[src/rtl/bus_handover_pkg.sv]
// Shared types for the bank bus hand-over arbiter.
// Assumes: state encodings are internal and free to change.
package bus_handover_pkg;

    typedef enum logic [2:0] {
        ST_IDLE     = 3'd0,
        ST_DRAIN    = 3'd1,
        ST_CKE_ACQ  = 3'd2,
        ST_GRANTED  = 3'd3,
        ST_CKE_REL  = 3'd4,
        ST_RESUME   = 3'd5
    } ho_state_t;

endpackage

[src/rtl/ho_req_sync.sv]
// Multi-flop synchronizer for the external request line.
// Assumes: the request is level-based and held long enough to be sampled.
module ho_req_sync #(
    parameter int STAGES = 2
) (
    input  logic clk,
    input  logic rst_n,
    input  logic async_in,
    output logic sync_out
);
    logic [STAGES-1:0] chain_q;

    genvar gi;
    generate
        for (gi = 0; gi < STAGES; gi++) begin : g_stage
            // Purpose: shift the request one flop further along the chain.
            always_ff @(posedge clk) begin
                if (!rst_n)
                    chain_q[gi] <= 1'b0;
                else if (gi == 0)
                    chain_q[gi] <= async_in;
                else
                    chain_q[gi] <= chain_q[(gi > 0) ? gi-1 : 0];
            end
        end
    endgenerate

    assign sync_out = chain_q[STAGES-1];
endmodule

[src/rtl/ho_phase_timer.sv]
// Counts the cycles spent in the current phase and flags the last cycle of a
// window of WINDOW cycles.
// Assumes: phase_start is high on the cycle before a new phase begins.
module ho_phase_timer #(
    parameter int WINDOW = 4,
    localparam int CW = (WINDOW > 1) ? $clog2(WINDOW) : 1
) (
    input  logic clk,
    input  logic rst_n,
    input  logic phase_start,
    output logic window_done
);
    localparam logic [CW-1:0] LAST = CW'(WINDOW - 1);

    logic [CW-1:0] cnt_q;

    // Purpose: restart on a phase change, otherwise count up to the window end.
    always_ff @(posedge clk) begin
        if (!rst_n)
            cnt_q <= '0;
        else if (phase_start)
            cnt_q <= '0;
        else if (cnt_q != LAST)
            cnt_q <= cnt_q + 1'b1;
    end

    assign window_done = (cnt_q == LAST);

    assert_window_bounded_R4: assert property (@(posedge clk) disable iff (!rst_n)
        cnt_q <= LAST);
endmodule

[src/rtl/ho_fsm.sv]
// Hand-over sequencer: drain, clock-enable off, grant, release, resume.
// Assumes: req_s is synchronized; window_done is from ho_phase_timer.
module ho_fsm
    import bus_handover_pkg::*;
(
    input  logic clk,
    input  logic rst_n,
    input  logic req_s,
    input  logic local_idle,
    input  logic refresh_busy,
    input  logic window_done,
    output logic phase_start,
    output logic grant,
    output logic cke,
    output logic drive_en,
    output logic hold
);
    ho_state_t state_q, state_d;
    logic      settled_q;

    // Purpose: choose the next phase from the request, drain status and timer.
    always_comb begin
        state_d = state_q;
        case (state_q)
            ST_IDLE:    if (req_s) state_d = ST_DRAIN;
            ST_DRAIN: begin
                if (!req_s)
                    state_d = ST_IDLE;
                else if (local_idle && !refresh_busy)
                    state_d = ST_CKE_ACQ;
            end
            ST_CKE_ACQ: if (window_done) state_d = ST_GRANTED;
            ST_GRANTED: if (!req_s) state_d = ST_CKE_REL;
            ST_CKE_REL: if (window_done) state_d = ST_RESUME;
            ST_RESUME:  state_d = ST_IDLE;
            default:    state_d = ST_IDLE;
        endcase
    end

    assign phase_start = (state_d != state_q);

    // Purpose: hold the current phase register.
    always_ff @(posedge clk) begin
        if (!rst_n)
            state_q <= ST_IDLE;
        else
            state_q <= state_d;
    end

    // Purpose: note that the grant has been visible for at least one cycle.
    always_ff @(posedge clk) begin
        if (!rst_n)
            settled_q <= 1'b0;
        else
            settled_q <= (state_q == ST_GRANTED);
    end

    // Purpose: decode the bank controls from the phase.
    always_comb begin
        grant    = 1'b0;
        cke      = 1'b1;
        drive_en = 1'b1;
        hold     = 1'b1;
        case (state_q)
            ST_IDLE:    hold = 1'b0;
            ST_DRAIN:   ;
            ST_CKE_ACQ: begin cke = 1'b0; drive_en = 1'b0; end
            ST_GRANTED: begin grant = 1'b1; cke = settled_q; drive_en = 1'b0; end
            ST_CKE_REL: begin cke = 1'b0; drive_en = 1'b0; end
            ST_RESUME:  cke = 1'b0;
            default:    hold = 1'b0;
        endcase
    end

    assert_owner_swap_cke_low_R10: assert property (@(posedge clk) disable iff (!rst_n)
        !$stable(drive_en) |-> !cke);
    assert_grant_pins_floated_R4: assert property (@(posedge clk) disable iff (!rst_n)
        grant |-> !drive_en);
    assert_grant_after_window_R4: assert property (@(posedge clk) disable iff (!rst_n)
        $rose(grant) |-> (!cke && $past(window_done) && $past(!cke)));
    assert_cke_back_after_grant_R5: assert property (@(posedge clk) disable iff (!rst_n)
        $rose(grant) |=> (cke || !grant));
    assert_hold_while_granted_R6: assert property (@(posedge clk) disable iff (!rst_n)
        grant |-> hold);
    assert_release_together_R7: assert property (@(posedge clk) disable iff (!rst_n)
        $fell(grant) |-> (!cke && !drive_en));
    assert_drain_complete_R3: assert property (@(posedge clk) disable iff (!rst_n)
        $fell(drive_en) |-> $past(local_idle && !refresh_busy));
endmodule

[src/rtl/bus_handover.sv]
// Top of the bank bus hand-over arbiter: synchronizer, phase timer, sequencer.
// Assumes: CKE_OFF_MIN >= 1 and SYNC_STAGES >= 1.
module bus_handover #(
    parameter int SYNC_STAGES = 2,
    parameter int CKE_OFF_MIN = 4
) (
    input  logic clk,
    input  logic rst_n,
    input  logic ext_req,
    input  logic local_idle,
    input  logic refresh_busy,
    output logic ext_grant,
    output logic bank_cke,
    output logic bank_drive_en,
    output logic local_hold
);
    logic req_s;
    logic phase_start;
    logic window_done;

    ho_req_sync #(.STAGES(SYNC_STAGES)) u_sync (
        .clk      (clk),
        .rst_n    (rst_n),
        .async_in (ext_req),
        .sync_out (req_s)
    );

    ho_phase_timer #(.WINDOW(CKE_OFF_MIN)) u_timer (
        .clk         (clk),
        .rst_n       (rst_n),
        .phase_start (phase_start),
        .window_done (window_done)
    );

    ho_fsm u_fsm (
        .clk          (clk),
        .rst_n        (rst_n),
        .req_s        (req_s),
        .local_idle   (local_idle),
        .refresh_busy (refresh_busy),
        .window_done  (window_done),
        .phase_start  (phase_start),
        .grant        (ext_grant),
        .cke          (bank_cke),
        .drive_en     (bank_drive_en),
        .hold         (local_hold)
    );

    assert_hold_covers_resume_R8: assert property (@(posedge clk) disable iff (!rst_n)
        $rose(bank_drive_en) |-> (local_hold && !bank_cke));
    assert_idle_after_abort_R9: assert property (@(posedge clk) disable iff (!rst_n)
        $fell(local_hold) |-> (bank_drive_en && !ext_grant));
endmodule

[config.mk]
export PLATFORM = sky130hd
export DESIGN_NAME = bus_handover
export DESIGN_NICKNAME = d
export VERILOG_FILES = /design/src/rtl/bus_handover_pkg.sv /design/src/rtl/ho_req_sync.sv /design/src/rtl/ho_phase_timer.sv /design/src/rtl/ho_fsm.sv /design/src/rtl/bus_handover.sv
export SDC_FILE = /design/constraint.sdc
export NUM_CORES = 1
export LEC_CHECK = 0
export ABC_AREA = 0
export ABC_CLOCK_PERIOD_IN_PS = 1350
export BUFFER_PORTS_ARGS = -buffer_cell sky130_fd_sc_hd__buf_2
export CORE_AREA = 2 2 39 41
export CTS_BUF_LIST = sky130_fd_sc_hd__clkbuf_8 sky130_fd_sc_hd__clkbuf_16
export CTS_CLUSTER_DIAMETER = 150
export CTS_CLUSTER_SIZE = 16
export DETAILED_ROUTE_END_ITERATION = 16
export DIE_AREA = 0 0 41 43
export PLACE_DENSITY = 0.62
export SLEW_MARGIN = 20
export SYNTH_ARGS = -nofsm -noshare
export SYNTH_HDL_FRONTEND = slang
export SYNTH_SLANG_ARGS = --single-unit
[constraint.sdc]
create_clock -name clk -period 1.35 [get_ports clk]
set_input_delay 0.3375 -clock clk [delete_from_list [all_inputs] [get_ports clk]]
set_output_delay 0.3375 -clock clk [all_outputs]
set_load 0.03 [all_outputs]
Word-level counts from Yosys, hierarchy flattened --
Index checks and enable logic that the tools add are counted.
Storage, ports and cells: register bits after elaboration 8, input port bits 5, output and inout port bits 4, word-level logic and storage cells 33
Operators by class: add/sub/neg operators 1, equality and inequality tests 8, multiplexer cells 11, bitwise logic cells 1, reduce and logical (&&, ||, !) cells 7
Operators by type and width (count):
- $mux 3 | 6
- $pmux 3 s5 | 1
- $eq 3x2->1 const B | 2
- $eq 3x3->1 const B | 2
- $reduce_or 3->1 | 2
- $reduce_or 5->1 | 1
- $eq 3x1->1 const B | 1
- $logic_not 3->1 | 1
- $mux 1 | 3
- $ne 3x3->1 | 1
- $add 2x1->2 const B | 1
- $eq 2x2->1 const B | 1
- $ne 2x2->1 const B | 1
- $pmux 1 s2 | 1
- $reduce_or 2->1 | 1
- $logic_and 1x1->1 | 1
- $logic_not 1->1 | 1
- $not 1->1 | 1

Longest topological paths before layout --
Gate-level depths: netlist of the first run.
depth after elaboration 7, gate-level depth with buffers 4, gate-level depth less buffers 4

Modules after synthesis --
From an unflattened synthesis of the first run, not the netlist that was laid out.
Second synthesis, totals: cell total of the unflattened synthesis 50, area total of the unflattened synthesis 447.9 µm²
Modules (own cells, without submodules):
- ho_fsm | instances 1, cells an instance 37, area an instance 297.8 µm², seq. area each 80.1 µm²
- ho_phase_timer | instances 1, cells an instance 9, area an instance 97.6 µm², seq. area each 40.0 µm²
- ho_req_sync | instances 1, cells an instance 4, area an instance 52.6 µm², seq. area each 40.0 µm²

Least setup slack after synthesis of the first run --
OpenSTA, ideal clock, no wires.
path type reg2out, start point register u_fsm.state_q[1], end point output bank_cke, data arrival time 1.059 ns, required time 1.013 ns, slack -0.047 ns, stages on the path, launching flop included 4, path buffers 1, cell sequence dfxtp_1 > buf_6 > nor2b_1 > a21oi_1
Between the ends: longest elaborated chain between the ends 3, elaborated cells between the ends (all ways) 6, those cells by class eq/ne (4); mux (1); reduce/logical (1)
RTL lines:
- start: declaration | RTL line ho_fsm.sv:18 | ho_state_t state_q, state_d;
- start signal: assignment | RTL line ho_fsm.sv:47 | state_q <= state_d;
- $eq 3x2->1 or $eq 3x3->1 (tied branches) | RTL line ho_fsm.sv:64 | case (state_q)
- $reduce_or 3->1 (no source line)
- $pmux 1 s2 (*) | RTL line ho_fsm.sv:64
- end: declaration | RTL line bus_handover.sv:13 | output logic bank_cke,
Mark *: on every way between the ends. The rest lies on a longest branch, timed or not.

Worst setup path after layout of the first run --
start point register u_fsm.state_q[2], end point output ext_grant
Between the ends: longest elaborated chain between the ends 2
RTL lines:
- $eq 3x2->1 | RTL line ho_fsm.sv:64
- $mux 1 | RTL line ho_fsm.sv:64
- end: declaration | RTL line bus_handover.sv:12 | output logic ext_grant,
No other way between the ends.

==> impl_metrics.env, run 1 <==
export IMPL_wl_per_cell_um=10.0
export IMPL_worstMarginPinSlew_ns=0.234
export IMPL_ir_worst_vdd_mv=0.431
export IMPL_syn_num_nets=54
export IMPL_viasPerCell=4.77
export IMPL_htree_levels=1
export IMPL_period_share_pct=100
export IMPL_worstPathRequired_ns=1.01
export IMPL_row_count=14
export IMPL_start_kind="flop"
export IMPL_setup_viol=1
export IMPL_antenna_found_initial=0
export IMPL_tns_ns=-0.000979
export IMPL_critical_path_class="flop to primary output"
export IMPL_synth_cells=48
export IMPL_place_ws_ns=0.116
export IMPL_drcViolationCount=0
export IMPL_numClockSinks=8
export IMPL_yosys_area_share_adder_pct=2.98
export IMPL_synthMuxAreaShare_pct=2.38
export IMPL_worstReg2RegStart="u_fsm.state_q[1]"
export IMPL_async_reset_ff_share_pct=0
export IMPL_cts_made_buffers=3
export IMPL_drt_iter0_drc=3
export IMPL_holdPathEnd="u_sync.chain_q[0]"
export IMPL_hold_class="input port to flop"
export IMPL_worstHoldStart="ext_req"
export IMPL_io_pins=9
export IMPL_p_leak_nw=0.263
export IMPL_design_area_sq_um=591
export IMPL_synth_compound_area_share_pct=15.5
export IMPL_cts_tree="yes"
export IMPL_layout_commonest_cell="buf_4"
export IMPL_grt_pass1_vias=345
export IMPL_maxSlewViolCount=0
export IMPL_regToRegSetupSlack_ns=0.09
export IMPL_synth_top_family_by_area="simple AND/OR/NAND/NOR gates"
export IMPL_synth_cell_type_count=24
export IMPL_chipWidth_um=41
export IMPL_crit_path_max_fanout=6
export IMPL_cp_slowest_cell="dfxtp_4"
export IMPL_max_cap_violations=0
export IMPL_start_util_pct=30.4
export IMPL_powerDensity_nw_per_um2=1030
export IMPL_core_sq_um=1380
export IMPL_numPortBuffers=8
export IMPL_final_layout_size_suffix_gt1_share_pct=46.8
export IMPL_fin_nets=70
export IMPL_cts_root_buf="clkbuf_8"
export IMPL_cp_top_family="flip-flops"
export IMPL_critPathMaxStageDelay_ns=0.37
export IMPL_firstDrtPassIters=4
export IMPL_fin_util_pct=42.7
export IMPL_worst_slack_ns=-0.000979
export IMPL_clockBufferDepth=2
export IMPL_crit_chain="nor2b_4 > and2_4 > buf_6"
export IMPL_run_status="finished with violations"
export IMPL_synth_edff_count=0
export IMPL_rsz0062_at_grt="yes"
export IMPL_cp_end_kind="primary output"
export IMPL_ys_seq_area_share_pct=38.1
export IMPL_wirelength_um=780
export IMPL_clk_latency_ns=0.22
export IMPL_syn_area_per_cell_sq_um=8.76
export IMPL_path_clk_slew_ns=0.04
export IMPL_fmax_ghz=0.740
export IMPL_antenna_diode_count=0
export IMPL_crit_buf_inv=1
export IMPL_ys_ff_latch=8
export IMPL_grt_pass1_wl_um=1340
export IMPL_mostFrequentLayoutCells="buf_4, dfxtp_1, a21oi_1, buf_2"
export IMPL_grt_overflow=0
export IMPL_synth_simple_area_share_pct=28.3
export IMPL_ff2ff_path_depth=5
export IMPL_place_congestion=0.684
export IMPL_violations="setup timing"
export IMPL_cp_arrival_ns=1.01
export IMPL_hold_viol=0
export IMPL_synth_xor_area_share_pct=4.17
export IMPL_grt_max_degree=8
export IMPL_ys_warn_count=0
export IMPL_syn_area_sq_um=420
export IMPL_ant_nets=0
export IMPL_finClkSkew_ns=0.00247
export IMPL_area_growth_pct=40.5
export IMPL_worstHoldPathCells=2
export IMPL_slew_limit_headroom_pct=84.4
export IMPL_post_route_min_period_ns=1.35
export IMPL_finalPower_mw=0.605
export IMPL_die_height_um=43
export IMPL_hold_buffers=0
export IMPL_place_hpwl_um=588
export IMPL_placed_cell_area_sq_um=489
export IMPL_grt_usage_pct=11.6
export IMPL_vias=372
export IMPL_reg2reg_to="u_fsm.state_q[0]"
export IMPL_synth_flop_cell="dfxtp_1"
export IMPL_die_area_sq_um=1760
[layer usage]
metal	vias up	global-route usage, %	wire length [um]
met2	8	17.2	375
li1	195	-	-
met4	0	8.00	8
met5	-	0	0
met1	167	12.7	357
met3	2	4.71	39
[Yosys cell counts (2+ instances only)]
master	number	area share, %
xor2_1	2	4.2
nor2_1	3	2.7
and2_1	3	4.5
dfxtp_1	8	38
a21oi_1	5	6.0
inv_1	4	3.6
nor3_1	3	3.6
buf_2	2	2.4
a32oi_1	2	4.2
nor2b_1	2	3.0
[what timing repair did]
| item | in CTS | in global routing |
|---|---|---|
| setup buffers | 2 | 0 |
| pin swaps | 2 | 1 |
| hold endpoints to repair | 0 | 0 |
| endpoints found under the setup margin | 4 | 4 |
| gates resized for setup | 13 | 4 |
[state kept, by name, summed over array words and instances, names as in the netlist]
| name | flops |
|---|---|
| u_sync.chain_q | 1 |
| u_fsm.settled_q | 1 |
| u_timer.cnt_q | 2 |
| u_fsm.state_q | 3 |
| u_sync.sync_out | 1 |
[area by class of cell]
class	count	area (sq um)
Sequential cell	8	166
Tap cell	16	20.0
Fill cell	137	793
Inverter	4	15.0
Multi-Input combinational cell	33	245
Timing Repair Buffer	14	103
Clock buffer	3	41.3
[where the power goes]
group	internal, mW	switching [mW]
logic	0.0342	0.0333
registers	0.249	0.00831
clock network	0.193	0.0876
total	0.476	0.129
[cell families after synthesis]
group                    count (synthesis)
AO/OA/AOI/OAI                           10
flip-flops                               8
XOR/XNOR                                 2
buffers and inverters                    7
adder cells (fa/ha/maj)                  1
AND/OR/NAND/NOR                         19
multiplexers                             1
[metrics by stage]
| stage | cells | hold WS [ns] |
|---|---|---|
| after floorplan | 48 | 0.412 |
| after global placement | 73 | 0.414 |
| after detailed placement | 73 | 0.423 |
| after CTS | 78 | 0.312 |
| after global routing | 78 | 0.314 |
| final | 78 | 0.319 |
[worst max path at each step]
| stage | slack [ns] | depth (start not counted) | to | start |
|---|---|---|---|---|
| after floorplan | -0.05 | 3 | bank_cke | u_fsm.state_q[1] |
| after global placement | 0.15 | 3 | ext_grant | u_fsm.state_q[2] |
| after detailed placement | 0.12 | 3 | ext_grant | u_fsm.state_q[2] |
| after CTS | 0.0005 | 4 | bank_cke | u_fsm.state_q[1] |
| after global routing | -0.05 | 3 | ext_grant | u_fsm.state_q[2] |
| final | -0.001 | 3 | ext_grant | u_fsm.state_q[2] |
(Power assumes the default switching activity.)
==> run 2: changes to the inputs <==
==> constraint.sdc (replaced) <==
create_clock -name clk -period 1.35 [get_ports clk]
set_input_delay 0.135 -clock clk [delete_from_list [all_inputs] [get_ports clk]]
set_output_delay 0.135 -clock clk [all_outputs]
set_load 0.03 [all_outputs]
==> run 2 against run 1 <==
Effect of this change: the flow now finishes without violations; non-clock buffer count shrank 5; flip-flop and latch count did not move; sequential share of layout area grew 3.5 points; combinational power down 8.4%; worst setup slack better by 0.091 ns; count of clock-buffer cells in the layout is the same; clock power about the same; critical path depth is the same; final cell count is 6.4% lower; first-iteration DRC count is the same.
==> impl_metrics.env, run 2 (synthesized netlist as in run 1, its figures left out) <==
export IMPL_run_status="complete, no violations"
export IMPL_grt_usage_pct=12.6
export IMPL_regMostFlops="u_fsm.state_q"
export IMPL_worstMarginPinSlew_ns=0.259
export IMPL_io_pins=9
export IMPL_slew_limit_headroom_pct=82.6
export IMPL_crit_buf_inv=1
export IMPL_ant_nets=0
export IMPL_grt_max_degree=12
export IMPL_wl_per_cell_um=11.7
export IMPL_cts_setup_buffers=0
export IMPL_crit_path_max_fanout=10
export IMPL_ir_worst_vdd_mv=0.615
export IMPL_setup_viol=0
export IMPL_p_int_mw=0.474
export IMPL_wl_met1_um=360
export IMPL_wirelength_um=857
export IMPL_critPathMaxStageDelay_ns=0.37
export IMPL_mostFrequentLayoutCells="buf_2, a21oi_1, dfxtp_1"
export IMPL_chipWidth_um=41
export IMPL_clockBufferDepth=2
export IMPL_highest_layer="met4"
export IMPL_place_hpwl_um=614
export IMPL_crit_chain="nor2b_2 > and2_1 > buf_2"
export IMPL_numPortBuffers=8
export IMPL_clkPwrFrac_pct=46.5
export IMPL_cp_end_kind="primary output"
export IMPL_fin_nets=65
export IMPL_row_count=14
export IMPL_final_layout_size_suffix_gt1_share_pct=33.3
export IMPL_place_ws_ns=0.194
export IMPL_die_area_sq_um=1760
export IMPL_antenna_diode_count=0
export IMPL_rsz0062_at_grt="no"
export IMPL_power_frac_seq_pct=43.2
export IMPL_wl_met3_um=57
export IMPL_finalPower_mw=0.604
export IMPL_worst_slack_ns=0.0901
export IMPL_p_leak_nw=0.227
export IMPL_start_util_pct=30.4
export IMPL_firstDrtPassIters=2
export IMPL_start_kind="flop"
export IMPL_drt_iter0_drc=3
export IMPL_cts_tree="yes"
export IMPL_whs_ns=0.116
export IMPL_worstPathRequired_ns=1.22
export IMPL_wl_met2_um=421
export IMPL_antenna_found_initial=0
export IMPL_core_sq_um=1380
export IMPL_hold_buffers=0
export IMPL_cp_top_family="flip-flops"
export IMPL_fmax_ghz=0.794
export IMPL_vias=364
export IMPL_numClockSinks=8
export IMPL_layout_commonest_cell="buf_2"
export IMPL_cp_slowest_cell="dfxtp_2"
export IMPL_period_share_pct=93.3
export IMPL_cts_made_buffers=3
export IMPL_critical_path_class="flop to primary output"
export IMPL_htree_levels=1
export IMPL_max_cap_violations=0
export IMPL_pwr_share_comb_pct=10.2
export IMPL_viasPerCell=4.99
export IMPL_maxSlewViolCount=0
export IMPL_path_clk_slew_ns=0.04
export IMPL_area_growth_pct=22.9
export IMPL_hold_class="input port to flop"
export IMPL_reg_top3="u_fsm.state_q: 3 flops, u_timer.cnt_q: 2 flops"
export IMPL_grt_pass1_vias=344
export IMPL_hold_viol=0
export IMPL_post_route_min_period_ns=1.26
export IMPL_fill_cells=139
export IMPL_cp_arrival_ns=1.12
export IMPL_finClkSkew_ns=0.00301
export IMPL_largest_reg_flops=3
export IMPL_powerDensity_nw_per_um2=1170
export IMPL_place_congestion=0.675
export IMPL_grt_pass1_wl_um=1370
export IMPL_clk_latency_ns=0.23
export IMPL_cts_root_buf="clkbuf_8"
export IMPL_drcViolationCount=0
export IMPL_p_sw_mw=0.130
export IMPL_p_sw_share_pct=21.5
export IMPL_tns_ns=0
export IMPL_fin_cells=73
export IMPL_grt_overflow=0
export IMPL_post_place_cells=70
export IMPL_die_height_um=43
run 2: worst paths after layout:
kind,start,endpoint,slack (ns),cells after the start
worst max-delay path,u_fsm.state_q[2],ext_grant,0.09,3
worst min-delay path,ext_req,u_sync.chain_q[0],0.12,2
worst max register to register,u_timer.cnt_q[0],u_timer.cnt_q[0],0.25,4
worst min register to register,u_sync.chain_q[0],u_sync.sync_out,0.43,1
run 2: power by group through the flow:
stage / clock (mW) / combinational (mW) / sequential, mW
2_1_floorplan: 0 / 0.0473 / 0.261
3_3_place_gp: 0 / 0.0589 / 0.264
3_5_place_dp: 0 / 0.0615 / 0.265
4_1_cts: 0.290 / 0.0620 / 0.261
5_1_grt: 0.306 / 0.0704 / 0.262
6_report: 0.281 / 0.0618 / 0.261
run 2: through the flow:
step	util [%]	cell area [sq um]
floorplan	-	420
global placement	33.7	467
detailed placement	33.7	467
CTS	37.0	512
global route	37.3	517
finish	37.3	517
run 2: layer usage:
layer	global-route usage [%]	vias up
met5	0	-
met1	11.3	167
met2	18.8	10
met3	7.85	2
met4	10.0	0
li1	-	185
run 2: cell type report:
type / count / area (sq um) / share of cell area, %
Clock buffer: 3 / 41.3 / 7.99
Inverter: 4 / 15.0 / 2.91
Multi-Input combinational cell: 33 / 226 / 43.8
Sequential cell: 8 / 164 / 31.7
Tap cell: 16 / 20.0 / 3.87
Timing Repair Buffer: 9 / 50.0 / 9.69
run 2: what timing repair did:
item                                    CTS  global route
endpoints found under the setup margin    3             4
gates resized for setup                   2             4
endpoints found under the hold margin     0             0
==> run 3: changes to the inputs <==
- CELL_PAD_IN_SITES_DETAIL_PLACEMENT: default -> 0
- CELL_PAD_IN_SITES_GLOBAL_PLACEMENT: default -> 1
- PLACE_DENSITY: 0.62 -> 0.75
==> run 3 against run 2 <==
Effect of this change: fmax decreased by 1.3%; worst setup slack got worse by 0.017 ns; clock power decreased by 2%; largest cell class unchanged.
==> impl_metrics.env, run 3 (synthesized netlist as in run 1, its figures left out) <==
export IMPL_run_status="complete, no violations"
export IMPL_drt_iter0_drc=4
export IMPL_reg_top3="u_fsm.state_q: 3 flops, u_timer.cnt_q: 2 flops"
export IMPL_wl_met2_um=380
export IMPL_largest_reg_flops=3
export IMPL_hold_viol=0
export IMPL_tns_ns=0
export IMPL_pwr_share_comb_pct=10.3
export IMPL_cts_tree="yes"
export IMPL_antenna_found_initial=0
export IMPL_p_sw_share_pct=20.6
export IMPL_worstHoldStart="ext_req"
export IMPL_reg2reg_to="u_fsm.state_q[0]"
export IMPL_post_route_min_period_ns=1.28
export IMPL_grt_usage_pct=10.7
export IMPL_max_cap_violations=0
export IMPL_cp_arrival_ns=1.14
export IMPL_place_congestion=0.694
export IMPL_worstHoldPathCells=2
export IMPL_fin_util_pct=38.0
export IMPL_finClkSkew_ns=0.00340
export IMPL_path_clk_slew_ns=0.04
export IMPL_numClockSinks=8
export IMPL_start_util_pct=30.4
export IMPL_p_leak_nw=0.229
export IMPL_antenna_diode_count=0
export IMPL_wirelength_um=764
export IMPL_drcViolationCount=0
export IMPL_power_frac_seq_pct=43.6
export IMPL_wl_met3_um=58
export IMPL_grt_pass1_vias=334
export IMPL_regMostFlops="u_fsm.state_q"
export IMPL_crit_path_max_fanout=7
export IMPL_period_share_pct=94.6
export IMPL_p_int_mw=0.474
export IMPL_worstReg2RegStart="u_fsm.state_q[1]"
export IMPL_die_area_sq_um=1760
export IMPL_row_count=14
export IMPL_clockBufferDepth=2
export IMPL_clkPwrFrac_pct=46.1
export IMPL_start_kind="flop"
export IMPL_area_growth_pct=25.0
export IMPL_hold_buffers=0
export IMPL_numPortBuffers=8
export IMPL_fmax_ghz=0.783
export IMPL_slew_limit_headroom_pct=85.2
export IMPL_firstDrtPassIters=3
export IMPL_fin_nets=65
export IMPL_regToRegSetupSlack_ns=0.23
export IMPL_powerDensity_nw_per_um2=1140
export IMPL_critical_path_class="flop to primary output"
export IMPL_layout_commonest_cell="dfxtp_1"
export IMPL_die_height_um=43
export IMPL_worstPathRequired_ns=1.22
export IMPL_cp_end_kind="primary output"
export IMPL_worstMarginPinSlew_ns=0.221
export IMPL_place_hpwl_um=553
export IMPL_hold_class="input port to flop"
export IMPL_cts_made_buffers=3
export IMPL_viasPerCell=4.96
export IMPL_ir_worst_vdd_mv=0.654
export IMPL_clk_latency_ns=0.22
export IMPL_highest_layer="met3"
export IMPL_wl_met1_um=326
export IMPL_holdPathEnd="u_sync.chain_q[0]"
export IMPL_grt_max_degree=12
export IMPL_core_sq_um=1380
export IMPL_final_layout_size_suffix_gt1_share_pct=31.6
export IMPL_fin_cells=73
export IMPL_p_sw_mw=0.123
export IMPL_rsz0062_at_grt="no"
export IMPL_vias=362
export IMPL_ff2ff_path_depth=4
export IMPL_maxSlewViolCount=0
export IMPL_mostFrequentLayoutCells="dfxtp_1, a21oi_1, buf_2"
export IMPL_grt_pass1_wl_um=1300
export IMPL_ant_nets=0
export IMPL_setup_viol=0
export IMPL_cts_root_buf="clkbuf_8"
export IMPL_io_pins=9
export IMPL_htree_levels=1
export IMPL_chipWidth_um=41
export IMPL_post_place_cells=70
export IMPL_wl_per_cell_um=10.5
export IMPL_grt_overflow=0
[run 3: cell counts in the layout (fill, tap and decap cells not counted)]
Identical to the previous run, type by type.
[run 3: area by class of cell]
cell class,count,area (sq um)
Sequential cell,8,163
Inverter,4,15.0
Tap cell,16,20.0
Clock buffer,3,41.3
Fill cell,145,858
Timing Repair Buffer,9,55.1
Multi-Input combinational cell,33,231
[run 3: power by group through the flow]
stage	logic, mW	registers (mW)	clock network (mW)
after floorplan	0.0473	0.261	0
after CTS	0.0612	0.261	0.287
after detailed placement	0.0607	0.264	0
after global routing	0.0703	0.262	0.302
after global placement	0.0594	0.264	0
final	0.0617	0.260	0.276
[run 3: per-layer routing]
| layer | vias to the layer above | global-route usage [%] |
|---|---|---|
| met4 | 0 | 0 |
| li1 | 184 | - |
| met3 | 0 | 7.85 |
| met1 | 168 | 12.8 |
| met5 | - | 0 |
| met2 | 10 | 16.3 |
[run 3: worst max-delay path, cell delays in order (launching register included)]
cell and delay [ns]:
dfxtp_1 0.37, buf_4 0.17, nor2_1 0.06, a21oi_1 0.15, buf_4 0.17
[run 3: worst max-delay path by stage]
stage,start,to,slack (ns),cells past startpoint
6_report,u_fsm.state_q[1],bank_drive_en,0.07,4
2_1_floorplan,u_fsm.state_q[1],bank_cke,0.16,3
3_5_place_dp,u_fsm.state_q[2],ext_grant,0.19,3
3_3_place_gp,u_fsm.state_q[0],bank_cke,0.24,3
5_1_grt,u_fsm.state_q[1],bank_drive_en,0.001,4
4_1_cts,u_fsm.state_q[1],bank_drive_en,0.06,4
[run 3: what timing repair did]
| action | in CTS | in global routing |
|---|---|---|
| setup buffers | 0 | 0 |
| gates cloned | 0 | 0 |
| endpoints found under the setup margin | 3 | 4 |
| gates resized for setup | 3 | 7 |
[run 3: metrics by stage]
step	hold slack (ns)	power [mW]	cell area (sq um)	worst slack [ns]
2_1_floorplan	0.257	0.308	420	0.156
3_3_place_gp	0.340	0.323	467	0.241
3_5_place_dp	0.344	0.325	467	0.192
4_1_cts	0.113	0.609	513	0.0595
5_1_grt	0.120	0.634	526	0.00140
6_report	0.119	0.598	526	0.0731
